--- config.mk ---
export PLATFORM = sky130hd
export DESIGN_NAME = swn_node
export DESIGN_NICKNAME = d
export VERILOG_FILES = /design/src/rtl/swn_pkg.sv /design/src/rtl/swn_msg_buffer.sv /design/src/rtl/swn_route_arbiter.sv /design/src/rtl/swn_crossbar.sv /design/src/rtl/swn_node.sv
export SDC_FILE = /design/constraint.sdc
export NUM_CORES = 1
export LEC_CHECK = 0
export BUFFER_PORTS_ARGS = -buffer_cell sky130_fd_sc_hd__buf_2
export CORE_ASPECT_RATIO = 0.8
export CORE_MARGIN = 10
export CORE_UTILIZATION = 25
export DETAILED_ROUTE_END_ITERATION = 12
export PLACE_DENSITY = 0.45
export SETUP_SLACK_MARGIN = 0.15
export SLEW_MARGIN = 15
export SYNTH_ARGS = -nofsm -noshare
export SYNTH_HDL_FRONTEND = slang
export SYNTH_SLANG_ARGS = --single-unit
--- constraint.sdc ---
create_clock -name clk -period 6.4 [get_ports clk]
set_input_delay 0.32 -clock clk [delete_from_list [all_inputs] [get_ports clk]]
set_output_delay 0.32 -clock clk [all_outputs]
set_load 0.03 [all_outputs]
--- src/rtl/swn_pkg.sv ---
// Shared types for the buffered switch node.
// Assumes: nothing beyond IEEE 1800-2017.
package swn_pkg;

    // Life cycle of one input message buffer.
    typedef enum logic [1:0] {
        BUF_EMPTY = 2'd0,   // no message, accepting a first word
        BUF_FILL  = 2'd1,   // message partly received
        BUF_HELD  = 2'd2,   // whole message stored, waiting for a grant
        BUF_SEND  = 2'd3    // message streaming out through the switch
    } buf_state_e;

endpackage

--- src/rtl/swn_msg_buffer.sv ---
// One whole-message input buffer.
// Stores a message of up to DEPTH words. The message is closed by
// in_last, or by the DEPTH-th word. The buffer shows the routing bit of the
// first word, and it streams the message out after a start pulse.
// Assumes: DEPTH >= 2; start is only pulsed while held is 1.
module swn_msg_buffer
    import swn_pkg::*;
#(
    parameter int W        = 8,
    parameter int DEPTH    = 8,
    parameter int ADDR_BIT = 0
) (
    input  logic         clk,
    input  logic         rst_n,
    input  logic         in_valid,
    input  logic [W-1:0] in_data,
    input  logic         in_last,
    output logic         in_ready,
    output logic         held,
    output logic         empty,
    output logic         dest,
    input  logic         start,
    output logic         rd_valid,
    output logic [W-1:0] rd_data,
    output logic         rd_last,
    input  logic         rd_ready
);
    localparam int PW = $clog2(DEPTH);
    localparam int CW = $clog2(DEPTH + 1);
    localparam logic [CW-1:0] CAP_IDX = CW'(DEPTH - 1);

    logic [W-1:0]  mem [DEPTH];
    buf_state_e    st;
    logic [CW-1:0] wr_cnt;
    logic [CW-1:0] rd_ptr;
    logic          accept;
    logic          closing;

    // Decode the handshake and the message-closing condition.
    always_comb begin
        in_ready = (st == BUF_EMPTY) || (st == BUF_FILL);
        accept   = in_valid && in_ready;
        closing  = accept && (in_last || (wr_cnt == CAP_IDX));
        held     = (st == BUF_HELD);
        empty    = (st == BUF_EMPTY);
        dest     = mem[0][ADDR_BIT];
        rd_valid = (st == BUF_SEND);
        rd_data  = mem[rd_ptr[PW-1:0]];
        rd_last  = (rd_ptr == wr_cnt - 1'b1);
    end

    // Word storage; needs no reset because the state gates every read.
    always_ff @(posedge clk) begin
        if (accept) mem[wr_cnt[PW-1:0]] <= in_data;
    end

    // Buffer state machine and its pointers.
    always_ff @(posedge clk) begin
        if (!rst_n) begin
            st     <= BUF_EMPTY;
            wr_cnt <= '0;
            rd_ptr <= '0;
        end else begin
            if (accept) wr_cnt <= wr_cnt + 1'b1;
            case (st)
                BUF_EMPTY, BUF_FILL: begin
                    if (closing)     st <= BUF_HELD;
                    else if (accept) st <= BUF_FILL;
                end
                BUF_HELD: begin
                    if (start) begin
                        st     <= BUF_SEND;
                        rd_ptr <= '0;
                    end
                end
                BUF_SEND: begin
                    if (rd_ready) begin
                        if (rd_last) begin
                            st     <= BUF_EMPTY;
                            wr_cnt <= '0;
                        end else begin
                            rd_ptr <= rd_ptr + 1'b1;
                        end
                    end
                end
                default: st <= BUF_EMPTY;
            endcase
        end
    end

endmodule

--- src/rtl/swn_route_arbiter.sv ---
// Launch control for the two buffered inputs.
// Decides which held messages may start, and owns the switch setting
// (0 straight, 1 swapped) and the per-input active flags.
// Assumes: done[i] is only high while active[i] is high.
module swn_route_arbiter (
    input  logic       clk,
    input  logic       rst_n,
    input  logic [1:0] held,
    input  logic [1:0] dest,
    input  logic [1:0] out_empty,
    input  logic [1:0] done,
    output logic [1:0] grant,
    output logic [1:0] active,
    output logic       sw_state
);
    logic [1:0] need_st;
    logic [1:0] eligible;
    logic       contest;
    logic       prio;

    // Setting each input needs, and whether it could start alone.
    for (genvar i = 0; i < 2; i++) begin : g_elig
        always_comb begin
            need_st[i]  = dest[i] ^ 1'(i);
            eligible[i] = held[i] && out_empty[dest[i]] &&
                          (!(|active) || (need_st[i] == sw_state));
        end
    end

    // Resolve contention for one output with the round-robin bit.
    always_comb begin
        contest  = eligible[0] && eligible[1] && (dest[0] == dest[1]);
        grant[0] = eligible[0] && (!contest || !prio);
        grant[1] = eligible[1] && (!contest ||  prio);
    end

    // Track active transfers, the held switch setting and fairness.
    always_ff @(posedge clk) begin
        if (!rst_n) begin
            active   <= 2'b00;
            sw_state <= 1'b0;
            prio     <= 1'b0;
        end else begin
            active <= (active & ~done) | grant;
            if (!(|active) && (|grant))
                sw_state <= grant[0] ? need_st[0] : need_st[1];
            if (contest)
                prio <= grant[0];
        end
    end

endmodule

--- src/rtl/swn_crossbar.sv ---
// Two-by-two data path steered by the switch setting.
// Routes active input streams to outputs and returns the ready signals.
// Assumes: the setting is constant while any transfer is active.
module swn_crossbar #(
    parameter int W = 8
) (
    input  logic [1:0]        rd_valid,
    input  logic [1:0][W-1:0] rd_data,
    input  logic [1:0]        rd_last,
    input  logic [1:0]        active,
    input  logic              sw_state,
    input  logic [1:0]        out_ready,
    output logic [1:0]        out_valid,
    output logic [1:0][W-1:0] out_data,
    output logic [1:0]        out_last,
    output logic [1:0]        rd_ready
);
    for (genvar o = 0; o < 2; o++) begin : g_port
        logic src;
        // Select which input drives output o, and return that input's ready.
        always_comb begin
            src          = 1'(o) ^ sw_state;
            out_valid[o] = active[src] && rd_valid[src];
            out_data[o]  = rd_data[src];
            out_last[o]  = rd_last[src];
            rd_ready[o]  = active[o] && out_ready[1'(o) ^ sw_state];
        end
    end

endmodule

--- src/rtl/swn_node.sv ---
// Buffered two-by-two self-routing switch node.
// Each input stores one whole message. Bit ADDR_BIT of the first word picks
// the output. A message starts only when the next stage is empty and the
// switch setting agrees with any transfer already running.
// Assumes: out_empty reflects the next stage's input buffer.
module swn_node #(
    parameter int W        = 8,
    parameter int DEPTH    = 8,
    parameter int ADDR_BIT = 0
) (
    input  logic              clk,
    input  logic              rst_n,
    input  logic [1:0]        in_valid,
    input  logic [1:0][W-1:0] in_data,
    input  logic [1:0]        in_last,
    output logic [1:0]        in_ready,
    output logic [1:0]        buf_empty,
    output logic [1:0]        out_valid,
    output logic [1:0][W-1:0] out_data,
    output logic [1:0]        out_last,
    input  logic [1:0]        out_ready,
    input  logic [1:0]        out_empty
);
    logic [1:0]        held;
    logic [1:0]        dest;
    logic [1:0]        grant;
    logic [1:0]        active;
    logic              sw_state;
    logic [1:0]        rd_valid;
    logic [1:0][W-1:0] rd_data;
    logic [1:0]        rd_last;
    logic [1:0]        rd_ready;
    logic [1:0]        done;

    for (genvar i = 0; i < 2; i++) begin : g_in
        swn_msg_buffer #(.W(W), .DEPTH(DEPTH), .ADDR_BIT(ADDR_BIT)) u_buf (
            .clk      (clk),
            .rst_n    (rst_n),
            .in_valid (in_valid[i]),
            .in_data  (in_data[i]),
            .in_last  (in_last[i]),
            .in_ready (in_ready[i]),
            .held     (held[i]),
            .empty    (buf_empty[i]),
            .dest     (dest[i]),
            .start    (grant[i]),
            .rd_valid (rd_valid[i]),
            .rd_data  (rd_data[i]),
            .rd_last  (rd_last[i]),
            .rd_ready (rd_ready[i])
        );
        // A transfer ends on the handshake of its final word.
        always_comb done[i] = rd_valid[i] && rd_ready[i] && rd_last[i];
    end

    swn_route_arbiter u_arb (
        .clk       (clk),
        .rst_n     (rst_n),
        .held      (held),
        .dest      (dest),
        .out_empty (out_empty),
        .done      (done),
        .grant     (grant),
        .active    (active),
        .sw_state  (sw_state)
    );

    swn_crossbar #(.W(W)) u_xbar (
        .rd_valid  (rd_valid),
        .rd_data   (rd_data),
        .rd_last   (rd_last),
        .active    (active),
        .sw_state  (sw_state),
        .out_ready (out_ready),
        .out_valid (out_valid),
        .out_data  (out_data),
        .out_last  (out_last),
        .rd_ready  (rd_ready)
    );

endmodule

==> results of run 1 <==
-- registers in the layout, indices dropped and copies added, names as in the netlist, named ones only --
signal	cells
g_in.u_buf.mem	128
g_in.u_buf.rd_ptr	8
g_in.u_buf.wr_cnt	8
g_in.u_buf.st	4
u_arb.active	2
u_arb.prio	1
u_arb.sw_state	1
-- through the flow --
step	worst slack (ns)	hold slack, ns	total power [W]	cells
final	3.55	0.169	0.00226	851
after detailed placement	3.98	0.509	0.00134	819
after floorplan	3.80	0.419	0.00128	434
after global routing	3.36	0.162	0.00235	851
after global placement	4.02	0.490	0.00134	819
after CTS	3.51	0.153	0.00229	851
-- synthesized netlist by cell type, types with 2 or more instances --
library cell  number
edfxtp_1         128
mux2i_1           41
nor2_1            33
mux4_2            31
dfxtp_1           30
nand2_1           25
inv_1             12
xnor2_1           12
o21ai_0           11
clkbuf_1           9
xor2_1             9
buf_2              7
nand3_1            7
nor3_1             7
ha_1               6
a21oi_1            5
buf_1              5
a21boi_0           4
buf_4              4
o22ai_1            4
nand2b_1           3
nand4_1            3
nor2b_1            3
o211ai_1           3
a211oi_1           2
a31o_1             2
and2_1             2
nand4b_1           2
nor3_2             2
o21a_1             2
o21ai_1            2
o221ai_1           2
o311a_1            2
-- worst max path at each step --
stage	start	endpoint	slack, ns	cells after the start
after floorplan	g_in[1].u_buf.wr_cnt[0]	out_last[1]	3.80	7
after global placement	flip-flop	out_data[6]	4.02	4
after detailed placement	in_valid[1]	g_in[1].u_buf.mem[5][5]	3.98	4
after CTS	flip-flop	out_data[1]	3.51	4
after global routing	g_in[1].u_buf.wr_cnt[0]	out_last[1]	3.36	7
final	flip-flop	out_data[6]	3.55	4
-- power by group --
part	leakage, nW	internal (W)	switching (W)
combinational	0.901	0.0000563	0.000111
clock	0.268	0.000536	0.000404
sequential	1.40	0.00113	0.0000169
total	2.57	0.00173	0.000532
-- cell families (layout without fill, tap and decap cells) --
logic type	after synthesis	in the layout
and+or+nand+nor	93	93
DFF	158	158
xor gates and xnor gates	23	23
adders and majority gates	6	6
buffers and inverters	37	97
AOI/OAI and AO/OA	44	44
muxes	73	73
-- cells in the final DEF, fill, tap and decap left out, types with 7 or more instances in the layout --
cell type  count
xnor2_1       12
edfxtp_1     128
nor2_1        33
nand2_1       25
dfxtp_1       30
o21ai_0       11
xor2_1         9
inv_1         12
mux2i_1       41
mux4_2        31
clkbuf_16     17
buf_2         49
nand3_1        7
-- cell type report --
class | count | area, um^2 | area share, %
repair buffers | 53 | 275 | 3.45
clock inverters | 13 | 115 | 1.44
clock buffers | 19 | 433 | 5.43
well taps | 357 | 447 | 5.60
multi-input cells | 239 | 2210 | 27.7
flip-flops and latches | 158 | 4440 | 55.8
inverters | 12 | 45.0 | 0.565
-- per-layer routing --
| metal | routed length [um] | share of wire (%) | up-vias |
|---|---|---|---|
| met5 | 0 | 0 | - |
| met4 | 211 | 1.4 | 0 |
| met3 | 882 | 5.7 | 13 |
| met2 | 6430 | 42 | 89 |
| met1 | 7890 | 51 | 1883 |
| li1 | - | - | 1757 |
==> flow_metrics.env, run 1 <==
export IMPL_status="complete, no violations"
export IMPL_yosys_area_share_simple_pct=6.55
export IMPL_ys_seq_area_share_pct=65.4
export IMPL_cts_tree="built"
export IMPL_netlist_area_um2=6800
export IMPL_hold_path_class="primary input to flip-flop"
export IMPL_holdPathEnd="g_in[0].u_buf.mem[3][7]"
export IMPL_path_class="flip-flop to primary output"
export IMPL_synth_edff_count=128
export IMPL_clock_sinks=158
export IMPL_cp_start_kind="flip-flop"
export IMPL_setup_tns_ns=0
export IMPL_grt_pass1_wl_mm=23.9
export IMPL_reg2reg_slack_ns=4.00
export IMPL_firstDrtPassIters=4
export IMPL_met3_usage_pct=2.99
export IMPL_n_antenna_cell=0
export IMPL_fin_crit_ns=2.85
export IMPL_ios=50
export IMPL_nets=513
export IMPL_syn_nets=466
export IMPL_rsz0062_at_grt="false"
export IMPL_max_freq_mhz=351
export IMPL_worst_slew_pin_slew_ns=1.01
export IMPL_num_rows=53
export IMPL_ys_types=47
export IMPL_ant_nets=0
export IMPL_synth_top_cell_area_share_pct=56.5
export IMPL_overflow=0
export IMPL_coreArea_um2=26500
export IMPL_die_area_um2=34200
export IMPL_p_leak_nw=2.57
export IMPL_cpMostUsedCell="mux2i_1"
export IMPL_crit_fanout=16
export IMPL_cts_root_buf="clkbuf_16"
export IMPL_avgSynthCellArea_um2=15.7
export IMPL_path_cells="mux4_2, mux2i_1, mux2i_1, buf_2"
export IMPL_yosysTopAreaCell="edfxtp_1"
export IMPL_grt_max_degree=28
export IMPL_r2r_end="g_in[1].u_buf.mem[4][3]"
export IMPL_async_reset_ff_share_pct=0
export IMPL_cts_buffers=17
export IMPL_skew_ns=0.00783
export IMPL_worstHoldStart="in_data[7]"
export IMPL_num_vias=3742
export IMPL_clock_latency_ns=0.42
export IMPL_drive_gt1_share_pct=24.9
export IMPL_synth_xor_area_share_pct=3.39
export IMPL_fp_dieW_um=204
export IMPL_peakVddDrop_v=0.000171
export IMPL_reg2reg_from="g_in[1].u_buf.st[1]"
export IMPL_die_h_um=167
export IMPL_crit_buf_inv=1
export IMPL_synth_area_top_cells="edfxtp_1, mux4_2, dfxtp_1, mux2i_1, nor2_1"
export IMPL_postLayoutCoreUtil_pct=30.0
export IMPL_grt_antenna_before_repair=0
export IMPL_dp_hpwl_mm=10.7
export IMPL_maxSlewHeadroom_pct=32.2
export IMPL_dpl_cell_area_um2=7420
export IMPL_top_usage_layer="met1"
export IMPL_hold_depth=1
export IMPL_cts_hold_buf=0
export IMPL_grt_pass1_vias=3907
export IMPL_synth_compound_area_share_pct=4.49
export IMPL_areaGrowthSynthToFinish_pct=17.2
export IMPL_synthAdderAreaFrac_pct=1.10
export IMPL_slew_viol_final=0
export IMPL_post_cts_buffers=0
export IMPL_syn_inst=434
export IMPL_place_gp_congestion=0.745
export IMPL_setup_viol_count_final=0
export IMPL_synth_mux_area_fraction_pct=16.7
export IMPL_synthFlopType="edfxtp_1"
export IMPL_critPathTopFamily="flip-flops"
export IMPL_worst_r2r_path_depth=3
export IMPL_max_stage_delay_ns=0.96
export IMPL_grt_usage_pct=9.31
export IMPL_routedWlPerCell_um=18.1
export IMPL_timing_final_crit_share_pct=44.6
export IMPL_clk_pin_slew_ns=0.06
export IMPL_power_density_nw_per_um2=283
export IMPL_critPathArrivalTime_ns=2.53
export IMPL_drtIter0Drc=199
export IMPL_ys_warn_count=0
export IMPL_htree_num_levels=4
export IMPL_fin_area_um2=7970
export IMPL_use_met1_pct=13.2
export IMPL_wirelength_mm=15.4
export IMPL_grt_use_met2_pct=12.9
export IMPL_critPathSlowestCell="dfxtp_1"
export IMPL_end_kind="primary output"
export IMPL_cp_required_ns=6.08
export IMPL_synth_seq_cells=158
export IMPL_hold_viol=0
export IMPL_io_buffer_count=49
export IMPL_fillerInstances=2655
export IMPL_via_per_inst=4.40
export IMPL_cts_repair_resize_count=0
export IMPL_clockBufferDepth=2
export IMPL_synth_top_family_by_area="multiplexers"
export IMPL_start_util_pct=25.6
export IMPL_cap_violations=0
export IMPL_drc_errors=0
Power figures use the tool's default switching activity.
==> inputs of run 2 (changes only) <==
- clock period: 6.4 -> 2.9 ns (I/O delays scaled with it)
==> flow_metrics.env, run 2 (synthesis gave the netlist of run 1 again) <==
export IMPL_status="complete, no violations"
export IMPL_holdPathEnd="g_in[0].u_buf.wr_cnt[0]"
export IMPL_worst_r2r_path_depth=7
export IMPL_holdWs_ns=0.112
export IMPL_worstHoldStart="in_valid[0]"
export IMPL_worst_slew_pin_slew_ns=0.752
export IMPL_drc_errors=0
export IMPL_io_buffer_count=49
export IMPL_fin_crit_ns=2.56
export IMPL_most_common_layout_cells="edfxtp_1, buf_2, mux2i_1, nor2_1, mux4_2"
export IMPL_wl_met3_um=918
export IMPL_die_area_um2=34200
export IMPL_cts_tree="built"
export IMPL_hold_path_class="primary input to flip-flop"
export IMPL_p_total_w=0.00511
export IMPL_setup_viol_count_final=0
export IMPL_power_density_nw_per_um2=617
export IMPL_routedWlPerCell_um=17.6
export IMPL_crit_fanout=9
export IMPL_cp_start_kind="flip-flop"
export IMPL_end_kind="primary output"
export IMPL_grt_antenna_before_repair=0
export IMPL_stdcell_count=885
export IMPL_met1_length_mm=7.86
export IMPL_areaGrowthSynthToFinish_pct=21.8
export IMPL_cp_required_ns=2.76
export IMPL_setup_tns_ns=0
export IMPL_num_rows=53
export IMPL_htree_num_levels=4
export IMPL_drtIter0Drc=141
export IMPL_nets=548
export IMPL_r2r_end="g_in[1].u_buf.wr_cnt[1]"
export IMPL_multi_input_area_um2=2200
export IMPL_start_util_pct=25.6
export IMPL_regArea_um2=4440
export IMPL_path_class="flip-flop to primary output"
export IMPL_timing_final_crit_share_pct=88.4
export IMPL_clk_pin_slew_ns=0.07
export IMPL_reg2reg_from="g_in[1].u_buf.wr_cnt[0]"
export IMPL_clock_sinks=158
export IMPL_grt_pass1_wl_mm=24.1
export IMPL_largest_register_ffs=128
export IMPL_skew_ns=0.0119
export IMPL_grt_max_degree=23
export IMPL_max_freq_mhz=390
export IMPL_hold_viol=0
export IMPL_num_vias=3821
export IMPL_clock_latency_ns=0.43
export IMPL_grt_usage_pct=9.44
export IMPL_ios=50
export IMPL_wirelength_mm=15.6
export IMPL_overflow=0
export IMPL_coreArea_um2=26500
export IMPL_place_gp_congestion=0.745
export IMPL_slew_viol_final=0
export IMPL_cts_root_buf="clkbuf_16"
export IMPL_dp_hpwl_mm=10.7
export IMPL_drive_gt1_share_pct=25.9
export IMPL_maxSlewHeadroom_pct=49.8
export IMPL_p_leak_nw=2.74
export IMPL_cts_buffers=17
export IMPL_via_per_inst=4.32
export IMPL_ant_nets=0
export IMPL_dp_cells=838
export IMPL_top_layer="met4"
export IMPL_routed_wl_met2_mm=6.66
export IMPL_fp_dieW_um=204
export IMPL_n_antenna_cell=0
export IMPL_grt_pass1_vias=4026
export IMPL_rsz0062_at_grt="false"
export IMPL_hold_depth=4
export IMPL_cap_violations=0
export IMPL_firstDrtPassIters=4
export IMPL_fillerInstances=2650
export IMPL_die_h_um=167
export IMPL_critPathArrivalTime_ns=2.42
export IMPL_peakVddDrop_v=0.000415
export IMPL_reg2reg_slack_ns=0.81
export IMPL_final_common_cell="edfxtp_1"
export IMPL_clockBufferDepth=2
[run 2: cell count changes in the layout (fill, tap and decap cells not counted), moves of 2 or more]
cell / previous run / this run
buf_4: 4 / 23
nor3_1: 3 / 7
inv_6: 2 / 4
dlygate4sd3_1: 0 / 16
clkinv_2: 3 / 1
nor3_2: 6 / 1
[run 2: power breakdown]
part | leakage, nW | total, W | switching [W] | internal [W]
sequential | 1.40 | 0.00254 | 0.0000400 | 0.00250
clock | 0.274 | 0.00218 | 0.000911 | 0.00126
combinational | 1.06 | 0.000392 | 0.000247 | 0.000145
[run 2: cell type report]
cell class              count  area share, %
well taps                 357           5.40
multi-input cells         239           26.5
clock buffers              18           5.19
repair buffers             88           6.98
clock inverters            13           1.65
flip-flops and latches    158           53.7
inverters                  12          0.544
[run 2: worst max path at each step]
stage	startpoint	end	slack, ns	cells after the start
CTS	g_in[1].u_buf.wr_cnt[0]	out_last[1]	0.24	7
floorplan	g_in[1].u_buf.wr_cnt[0]	out_last[1]	0.48	7
global placement	g_in[1].u_buf.wr_cnt[0]	out_last[1]	0.75	7
finish	g_in[1].u_buf.wr_cnt[0]	out_last[1]	0.34	7
detailed placement	g_in[1].u_buf.wr_cnt[0]	out_last[1]	0.72	7
global route	g_in[1].u_buf.wr_cnt[0]	out_last[1]	0.19	7
[run 2: what timing repair did]
item                       4_1_cts  5_1_grt
setup buffers                    0        0
hold buffers                    16        0
hold endpoints to repair       127        0
gates resized for setup          0        1
setup endpoints to repair        0        1
[run 2: routing by layer]
| metal | vias to the layer above | global-route usage, % |
|---|---|---|
| li1 | 1830 | - |
| met1 | 1898 | 13.4 |
| met2 | 81 | 13.3 |
| met5 | - | 0 |
| met3 | 12 | 2.74 |
| met4 | 0 | 3.31 |
[run 2: metrics by stage]
step	cell area, um^2	setup WS (ns)	utilization, %
after floorplan	6800	0.476	-
after global placement	7540	0.755	28.4
after detailed placement	7540	0.721	28.4
after CTS	8270	0.236	31.2
after global routing	8280	0.186	31.2
final	8280	0.337	31.2
[run 2: critical path, cell delays in order (launching register included)]
cell and delay, ns:
dfxtp_1 0.51, inv_1 0.12, ha_1 0.34, xnor2_1 0.16, nor3_4 0.31, nand2_4 0.12, o21ai_0 0.20, buf_2 0.24
